## config.mk

```make
export PLATFORM = sky130hd
export DESIGN_NAME = rx_desc_wb
export DESIGN_NICKNAME = d
export VERILOG_FILES = /design/src/rtl/rxd_pkg.sv /design/src/rtl/rxd_meter.sv /design/src/rtl/rxd_packer.sv /design/src/rtl/rx_desc_wb.sv
export SDC_FILE = /design/constraint.sdc
export NUM_CORES = 1
export LEC_CHECK = 0
export BUFFER_PORTS_ARGS = -buffer_cell sky130_fd_sc_hd__buf_2
export CORE_ASPECT_RATIO = 1.75
export CORE_UTILIZATION = 30
export DETAILED_ROUTE_END_ITERATION = 10
export MAX_ROUTING_LAYER = met4
export PLACE_DENSITY = 0.55
export SLEW_MARGIN = 20
export SYNTH_ARGS = -nofsm -noshare
export SYNTH_HDL_FRONTEND = slang
export SYNTH_SLANG_ARGS = --single-unit
```

## constraint.sdc

```tcl
create_clock -name clk -period 4.69 [get_ports clk]
set_input_delay 0.469 -clock clk [delete_from_list [all_inputs] [get_ports clk]]
set_output_delay 0.469 -clock clk [all_outputs]
set_load 0.02 [all_outputs]
```

## src/rtl/rxd_pkg.sv

```systemverilog
package rxd_pkg;
  localparam int LEN_FIELD_W = 16;
  localparam logic [1:0] OWN_HW = 2'b10;

  typedef enum logic [2:0] {
    ST_IDLE, ST_OWN, ST_BUF, ST_DATA, ST_WR, ST_WB, ST_NXT, ST_DROP
  } rxd_state_e;

  typedef enum logic [1:0] {
    DR_UNAV, DR_MAXL, DR_BERR
  } rxd_drop_e;

  // Status word handed back to software on completion
  function automatic logic [31:0] rxd_status(input logic [LEN_FIELD_W-1:0] len,
                                             input logic long_f,
                                             input logic irq);
    return {2'b00, 9'd0, 1'b1, long_f, 2'b00, irq, len};
  endfunction

  // Place one byte into its little-endian lane
  function automatic logic [31:0] rxd_lane_put(input logic [31:0] w,
                                               input logic [7:0] b,
                                               input logic [1:0] lane);
    logic [31:0] r;
    r = w;
    r[{lane, 3'b000} +: 8] = b;
    return r;
  endfunction
endpackage

```

## src/rtl/rxd_meter.sv

```systemverilog
module rxd_meter #(
  parameter int LEN_W     = 16,
  parameter int MAX_FRAME = 1518,
  parameter int CRC_BYTES = 4
) (
  input  logic             clk,
  input  logic             rst_n,
  input  logic             clear,
  input  logic             step,
  output logic             over_next,
  output logic             too_long,
  output logic [LEN_W-1:0] rep_len
);
  logic [LEN_W-1:0] count_q;

  assign over_next = (32'(count_q) + 32'd1 + 32'(CRC_BYTES)) > 32'(MAX_FRAME);
  assign rep_len   = count_q + LEN_W'(CRC_BYTES);

  always_ff @(posedge clk) begin
    if (!rst_n || clear) begin
      count_q  <= '0;
      too_long <= 1'b0;
    end else if (step) begin
      count_q  <= count_q + 1'b1;
      if (over_next) too_long <= 1'b1;
    end
  end
endmodule

```

## src/rtl/rxd_packer.sv

```systemverilog
module rxd_packer (
  input  logic        clk,
  input  logic        rst_n,
  input  logic        clear,
  input  logic        load,
  input  logic [7:0]  byte_in,
  output logic [31:0] word_q,
  output logic [1:0]  lane_q
);
  import rxd_pkg::*;

  always_ff @(posedge clk) begin
    if (!rst_n || clear) begin
      word_q <= '0;
      lane_q <= '0;
    end else if (load) begin
      word_q <= rxd_lane_put(word_q, byte_in, lane_q);
      lane_q <= lane_q + 2'd1;
    end
  end
endmodule

```

## src/rtl/rx_desc_wb.sv

```systemverilog
module rx_desc_wb #(
  parameter int LEN_W      = 16,
  parameter int MAX_FRAME  = 1518,
  parameter int CRC_BYTES  = 4,
  parameter int DESC_WORDS = 4
) (
  input  logic        clk,
  input  logic        rst_n,
  input  logic        rx_en,
  input  logic        long_ok,
  input  logic        irq_en,
  input  logic        poll_req,
  input  logic [31:0] list_base,
  input  logic        rx_valid,
  input  logic [7:0]  rx_data,
  input  logic        rx_last,
  output logic        rx_ready,
  output logic        mem_req,
  output logic        mem_we,
  output logic [31:0] mem_addr,
  output logic [31:0] mem_wdata,
  input  logic [31:0] mem_rdata,
  input  logic        mem_ack,
  input  logic        mem_err,
  output logic [31:0] cur_desc,
  output logic        ev_good,
  output logic        ev_early,
  output logic        ev_intr,
  output logic        ev_too_long,
  output logic        ev_max_len,
  output logic        ev_unavail,
  output logic        ev_bus_err
);
  import rxd_pkg::*;

  localparam logic [31:0] OFF_BUF = 32'd4;
  localparam logic [31:0] OFF_NXT = 32'((DESC_WORDS - 1) * 4);

  rxd_state_e       state_q;
  rxd_drop_e        reason_q;
  logic [31:0]      cur_q, buf_q;
  logic [LEN_W-1:0] wcnt_q;
  logic             last_q, irq_q;

  // Named internal events, also seen by the checker
  logic accept, drop_byte, pk_load, pk_clear, wb_phase;
  logic over_next, too_long;
  logic [LEN_W-1:0] rep_len;
  logic [31:0] word_q;
  logic [1:0]  lane_q;

  assign rx_ready  = (state_q == ST_DATA) || (state_q == ST_DROP);
  assign accept    = rx_valid && rx_ready;
  assign drop_byte = (state_q == ST_DATA) && accept && over_next && !long_ok;
  assign pk_load   = (state_q == ST_DATA) && accept && !drop_byte;
  assign pk_clear  = (state_q == ST_IDLE) || ((state_q == ST_WR) && mem_ack);
  assign wb_phase  = (state_q == ST_WB);
  assign cur_desc  = cur_q;

  rxd_meter #(.LEN_W(LEN_W), .MAX_FRAME(MAX_FRAME), .CRC_BYTES(CRC_BYTES)) u_meter (
    .clk(clk), .rst_n(rst_n), .clear(state_q == ST_IDLE),
    .step((state_q == ST_DATA) && accept),
    .over_next(over_next), .too_long(too_long), .rep_len(rep_len)
  );

  rxd_packer u_pack (
    .clk(clk), .rst_n(rst_n), .clear(pk_clear), .load(pk_load),
    .byte_in(rx_data), .word_q(word_q), .lane_q(lane_q)
  );

  // Memory request decode
  always_comb begin
    mem_req   = 1'b0;
    mem_we    = 1'b0;
    mem_addr  = cur_q;
    mem_wdata = '0;
    unique case (state_q)
      ST_OWN: mem_req = 1'b1;
      ST_BUF: begin mem_req = 1'b1; mem_addr = cur_q + OFF_BUF; end
      ST_WR: begin
        mem_req   = 1'b1;
        mem_we    = 1'b1;
        mem_addr  = buf_q + 32'({wcnt_q, 2'b00});
        mem_wdata = word_q;
      end
      ST_WB: begin
        mem_req   = 1'b1;
        mem_we    = 1'b1;
        mem_wdata = rxd_status(LEN_FIELD_W'(rep_len), too_long, irq_q);
      end
      ST_NXT: begin mem_req = 1'b1; mem_addr = cur_q + OFF_NXT; end
      default: ;
    endcase
  end

  always_ff @(posedge clk) begin
    if (!rst_n) begin
      state_q  <= ST_IDLE;
      reason_q <= DR_UNAV;
      cur_q    <= '0;
      buf_q    <= '0;
      wcnt_q   <= '0;
      last_q   <= 1'b0;
      irq_q    <= 1'b0;
      ev_good <= 1'b0; ev_early <= 1'b0; ev_intr <= 1'b0; ev_too_long <= 1'b0;
      ev_max_len <= 1'b0; ev_unavail <= 1'b0; ev_bus_err <= 1'b0;
    end else begin
      ev_good <= 1'b0; ev_early <= 1'b0; ev_intr <= 1'b0; ev_too_long <= 1'b0;
      ev_max_len <= 1'b0; ev_unavail <= 1'b0; ev_bus_err <= 1'b0;
      unique case (state_q)
        ST_IDLE: begin
          if (!rx_en) cur_q <= list_base;
          else if (rx_valid) state_q <= ST_OWN;
        end
        ST_OWN: begin
          if (mem_err) begin
            reason_q <= DR_BERR;
            state_q  <= ST_DROP;
          end else if (mem_ack) begin
            if (mem_rdata[31:30] == OWN_HW) state_q <= ST_BUF;
            else begin
              reason_q <= DR_UNAV;
              state_q  <= ST_DROP;
            end
          end
        end
        ST_BUF: begin
          if (mem_err) begin
            reason_q <= DR_BERR;
            state_q  <= ST_DROP;
          end else if (mem_ack) begin
            buf_q   <= mem_rdata;
            wcnt_q  <= '0;
            irq_q   <= irq_en;
            state_q <= ST_DATA;
          end
        end
        ST_DATA: begin
          if (accept) begin
            if (drop_byte) begin
              if (rx_last) begin
                ev_max_len <= 1'b1;
                state_q    <= ST_IDLE;
              end else begin
                reason_q <= DR_MAXL;
                state_q  <= ST_DROP;
              end
            end else if (rx_last || (lane_q == 2'd3)) begin
              last_q  <= rx_last;
              state_q <= ST_WR;
            end
          end
        end
        ST_WR: begin
          if (mem_err) begin
            if (last_q) begin
              ev_bus_err <= 1'b1;
              state_q    <= ST_IDLE;
            end else begin
              reason_q <= DR_BERR;
              state_q  <= ST_DROP;
            end
          end else if (mem_ack) begin
            wcnt_q  <= wcnt_q + 1'b1;
            state_q <= last_q ? ST_WB : ST_DATA;
          end
        end
        ST_WB: begin
          if (mem_err) begin
            ev_bus_err <= 1'b1;
            state_q    <= ST_IDLE;
          end else if (mem_ack) state_q <= ST_NXT;
        end
        ST_NXT: begin
          if (mem_err) begin
            ev_bus_err <= 1'b1;
            state_q    <= ST_IDLE;
          end else if (mem_ack) begin
            cur_q       <= mem_rdata;
            ev_good     <= 1'b1;
            ev_early    <= 1'b1;
            ev_intr     <= 1'b1;
            ev_too_long <= too_long;
            state_q     <= ST_IDLE;
          end
        end
        ST_DROP: begin
          if (accept && rx_last) begin
            unique case (reason_q)
              DR_UNAV: ev_unavail <= 1'b1;
              DR_MAXL: ev_max_len <= 1'b1;
              default: ev_bus_err <= 1'b1;
            endcase
            state_q <= ST_IDLE;
          end
        end
        default: state_q <= ST_IDLE;
      endcase
    end
  end
endmodule

```

After elaboration in Yosys (flattened, before gate mapping):

Cells that the tools add are included.

* memories kept: 0
* output and inout bits: 106
* logic and storage cells: 160
* memory bits (read-only): 0
* register bits: 143
* input bits: 82
* bits in writable memories: 0
* bits in latches: 0

* multipliers: 0
* reductions and logical operators: 34
* eq/ne operators: 33
* magnitude comparators: 1
* muxes and demuxes: 59
* add/sub/neg operators: 10
* shift operators: 2
* divide/modulo/power cells: 0
* bitwise logic cells: 5

Operator list (count)
* $pmux W32 S2: 2
* $mux W32: 3
* $pmux W32 S3: 1
* $add A32 B3 Y32 const B: 2
* $mux W16: 4
* $mux W3: 20
* $add A16 B1 Y16 const B: 2
* $add A32 B18 Y32: 1
* $add A32 B4 Y32 const B: 1
* $bwmux W32: 1
* $gt A32 B11 Y1 const B: 1
* $pmux W16 S2: 1
* $shift A8 B7 Y32 const A: 1
* $shiftx A8 B7 Y32: 1
* $ne A2 B2 Y1 const B: 15
* $pmux W3 S8: 1
* $mux W2: 9
* $ne A3 B3 Y1 const B: 6
* $add A16 B1 Y17 const B: 1
* $add A16 B3 Y16 const B: 1
* $mux W1: 14
* $eq A3 B3 Y1 const B: 4
* $reduce_and A10 Y1: 1
* $reduce_and A9 Y1: 1
* other kinds (27): 50

Longest topological paths before layout:

* depth after elaboration: 9
* gate-level depth with buffers: 16
* mapped depth without buffers: 12

By module:

From an unflattened synthesis, not the netlist that was laid out.

* cell total of the unflattened synthesis: 1182
* area total of the unflattened synthesis: 8863.5 sq um

Modules (own cells, without submodules)
* rx_desc_wb: cells an instance 878, instances 1, area an instance 6274.8 sq um, sequential area each 1841.8 sq um
* rxd_packer: cells an instance 147, instances 1, area an instance 1366.3 sq um, sequential area each 680.7 sq um
* rxd_meter: cells an instance 157, instances 1, area an instance 1222.4 sq um, sequential area each 340.3 sq um

Worst setup path before layout:

OpenSTA, ideal clock, no wires.

* path kind: register -> output
* from: reg state_q[0]
* to: out mem_addr[27]
* required time: 4221 ps
* path buffers: 3
* arrival time: 3303 ps
* stages on the path, launching flop included: 16
* setup slack: 918 ps
* cells stage by stage: dfxtp_1 -> clkbuf_1 -> nor2b_1 -> clkbuf_1 -> nand2_1 -> clkinv_1 -> clkbuf_1 -> ha_1 -> a21oi_1 -> nor2b_1 -> nand2_1 -> or4_1 -> nor2_1 -> nand2_1 -> mux2_2 -> o21ai_0

* word-level cells in the longest chain between the ends: 2
* elaborated cells on any way between the ends: 4
* those cells by class: eq/ne: 3; mux: 1

Ends and longest elaborated chain
* from (decl): RTL line rx_desc_wb.sv:39 `rxd_state_e state_q;`
* from (signal assigned): RTL line rx_desc_wb.sv:165 `state_q <= last_q ? ST_WB : ST_DATA;`
* $eq A3 B3 Y1 / $eq A3 B2 Y1 (equally long branches): RTL line rx_desc_wb.sv:77 `unique case (state_q)`
* $pmux W32 S3 (*): RTL line rx_desc_wb.sv:77
* to (decl): RTL line rx_desc_wb.sv:20 `output logic [31:0] mem_addr,`

Every way passes the cells marked *; elsewhere a longest branch is shown, timed or not.

Worst setup path in the final report:

* from: reg state_q[1]
* to: out mem_addr[30]

Same word-level chain as after synthesis.

==> metrics.txt <==
First DRT Iteration DRCs=401; fin crit period=4.08 ns; Die ar.=30500 µm²; synth warn=0; clock-pin slew on the worst setup and hold paths=0.07 ns; crit-path cells=nor2b_1 -> nand2_1 -> clkinv_1 -> buf_4 -> fa_1 -> nand3_1 -> nor2_1 -> and3_1 -> nand3_1 -> nor2_1 -> a31oi_1 -> a311oi_1 -> o211ai_1 -> buf_2; highest-delay cell along the critical path=buf_4; TNS Setup=0 ns; post-synth top area share=32.1%; PortBufs=186; GRT Total Usage=20.5%; Max Root-Sink Buffers=2; critical path fanouts, max=34; H-tree Lvls=4; crit-path leading delay family=simple AND/OR/NAND/NOR gates; Most used DFF post-synth=dfxtp_1; Critical Path AT=3.61 ns; most numerous cell in the Yosys netlist=nand2_1; hold path depth=3; Synth Register Bits=143; relative slew slack=37.8%; Clk Latency, worst-skew pair=0.45 ns; initial core utilization=30.5%; final period utilization=87.0%; CTS root buf=clkbuf_16; Slew Limit Fails=0; final WL=30200 µm; ys async rst share=0%; post-CTS sizing=0; min-delay src=irq_en; layout cells sized above 1=21.0%; Finished Layout Cells=1677; Hold WS=0.270 ns; detailed placer's ending HPWL=22500 µm; CTS Buf Count=17; fmax=245 MHz; Worst R2R Setup Slack=1.38 ns; RSZ-0062 raised after global routing=false; Vias=8756; static leakage=4.54 nW; Die Span X=132 µm; setup violators final=0; syn_area_per_cell=7.86 µm²; crit path capture type=output pin; initial antenna violation count=2; vias per cell=5.22; Mapped Area=8930 µm²; R2R Path Start=state_q[0]$_SDFFE_PN0P_; VDD IR max=310 µV; Overflow after GRT=0; number of hold buffers added after CTS=0; Setup Skew=0.0128 ns; Post-synth EDFFs=0; critical path type=register to output pin; DRC viols=0; Layout Nets=1393; DP Worst Slack=1.05 ns; syn_nets=1249; Yosys cell types=79; CTS sink count=143; Final Power=4.63 mW; post-CTS setup buffer count=0; vias in the first global route=8588; Placed Cells=1643; top cells by area, synth=dfxtp_1, nand2_1, nor2_1; Hold Path Class=input pin to register; Post-synth top cells=nand2_1, dfxtp_1, nor2_1; CTS tree=done; FF-to-FF End=u_pack.word_q[3]$_SDFFE_PP0P_; Core Util, Final=36.6%; # IOs=188; sequential share of the synthesized area=32.1%; PD cells=432 nW/µm²; R2R cell count=6; largest net degree at the start of global routing=59; Slew @ Worst Pin=0.932 ns; first-pass GRT wire length=46400 µm; Routed Antenna Nets=0; number of max-cap violations=0; GP Congestion=0.881; core area=29300 µm²; Synth area leader=dfxtp_1; Final Cell Area=10700 µm²; startpoint types=register; Final Hold Vio Count=0; DP Area=10100 µm²; Core Rows=83; crit path buf inv count=3; setup ws final=0.610 ns; number of iterations in the first detailed-routing pass=5; max incr delay on CP=0.37 ns; status=complete, no violations; Worst Hold End=irq_q$_SDFFE_PN0P_; synthesized instance count=1136; routed length per placed instance=18.0 µm; Required @ worst endpoint=4.22 ns; synthesis-to-finish area growth=20.0%; Die Ht=230 µm
-- where the power goes --
part | switching (mW) | leakage [nW] | total [mW] | internal [mW]
sequential | 0.186 | 1.16 | 1.52 | 1.34
combinational | 1.20 | 3.09 | 1.76 | 0.562
clock | 0.641 | 0.282 | 1.35 | 0.706
-- worst register-to-register path: stages, from the launching register on --
cell,delay [ns]
dfxtp_2,0.33
buf_4,0.49
nor3_1,0.24
nand2b_1,0.62
a21o_1,0.63
nor3_2,0.72
a22o_1,0.23
-- state kept, by name, summed over array words and instances (netlist names) --
register          count
u_pack.lane_q         2
ev_bus_err            1
u_meter.count_q      16
ev_unavail            1
ev_intr               1
wcnt_q               16
irq_q                 1
cur_desc             32
ev_too_long           1
last_q                1
buf_q                32
u_meter.too_long      1
reason_q              2
u_pack.word_q        32
ev_max_len            1
state_q               3
-- layout by cell type, fill, tap and decap left out, types with 12 or more instances in the layout --
cell,count
o211a_1,16
a21boi_0,31
clkbuf_16,17
nand2b_1,12
and2_1,28
nand3_1,61
o21ai_0,40
a311oi_1,22
nor3_1,15
and3_1,18
buf_4,15
mux2i_1,15
nand4_1,14
xor2_1,44
xnor2_1,23
nand2_1,207
dfxtp_1,142
a211oi_1,17
ha_1,29
a21oi_1,25
inv_1,17
buf_2,186
nor2_1,112
a22o_1,24
-- worst max path at each step --
stage	start	endpoint	slack, ns	depth (start not counted)
final	state_q[1]$_SDFFE_PN0P_	mem_addr[30]	0.61	14
after global routing	state_q[1]$_SDFFE_PN0P_	mem_addr[30]	0.34	14
after CTS	state_q[1]$_SDFFE_PN0P_	mem_addr[30]	0.53	14
after detailed placement	state_q[1]$_SDFFE_PN0P_	mem_addr[30]	1.05	14
after global placement	state_q[1]$_SDFFE_PN0P_	mem_addr[30]	1.09	14
after floorplan	state_q[0]$_SDFFE_PN0P_	mem_addr[27]	0.92	15
-- per-layer routing --
| metal | GRT usage (%) | wire, µm | share of wire [%] |
|---|---|---|---|
| met2 | 38.7 | 16700 | 55 |
| met3 | 3.84 | 1050 | 3.5 |
| met5 | - | 0 | 0 |
| met1 | 19.6 | 11200 | 37 |
| met4 | 9.88 | 1180 | 3.9 |
-- layout make-up --
type                            count  area (µm²)
Fill cell                        3163       18600
Multi-Input combinational cell    899        5690
Sequential cell                   143        2860
Timing Repair Buffer              201        1040
Tap cell                          382         478
Clock buffer                       17         425
Clock inverter                     15         146
Inverter                           18        67.6
Antenna cell                        2        5.00
-- logic make-up (layout without fill, tap and decap cells) --
family	after synthesis	after routing	share of synthesized area (%)
xor gates and xnor gates	67	67	6.57
adders and majority gates	31	31	4.51
muxes	22	22	2.69
and+or+nand+nor	522	522	27.8
AOI/OAI and AO/OA	257	257	21.9
DFF	143	143	32.1
buffers and inverters	94	251	4.43
other	0	2	0
Power figures use the tool's default switching activity.
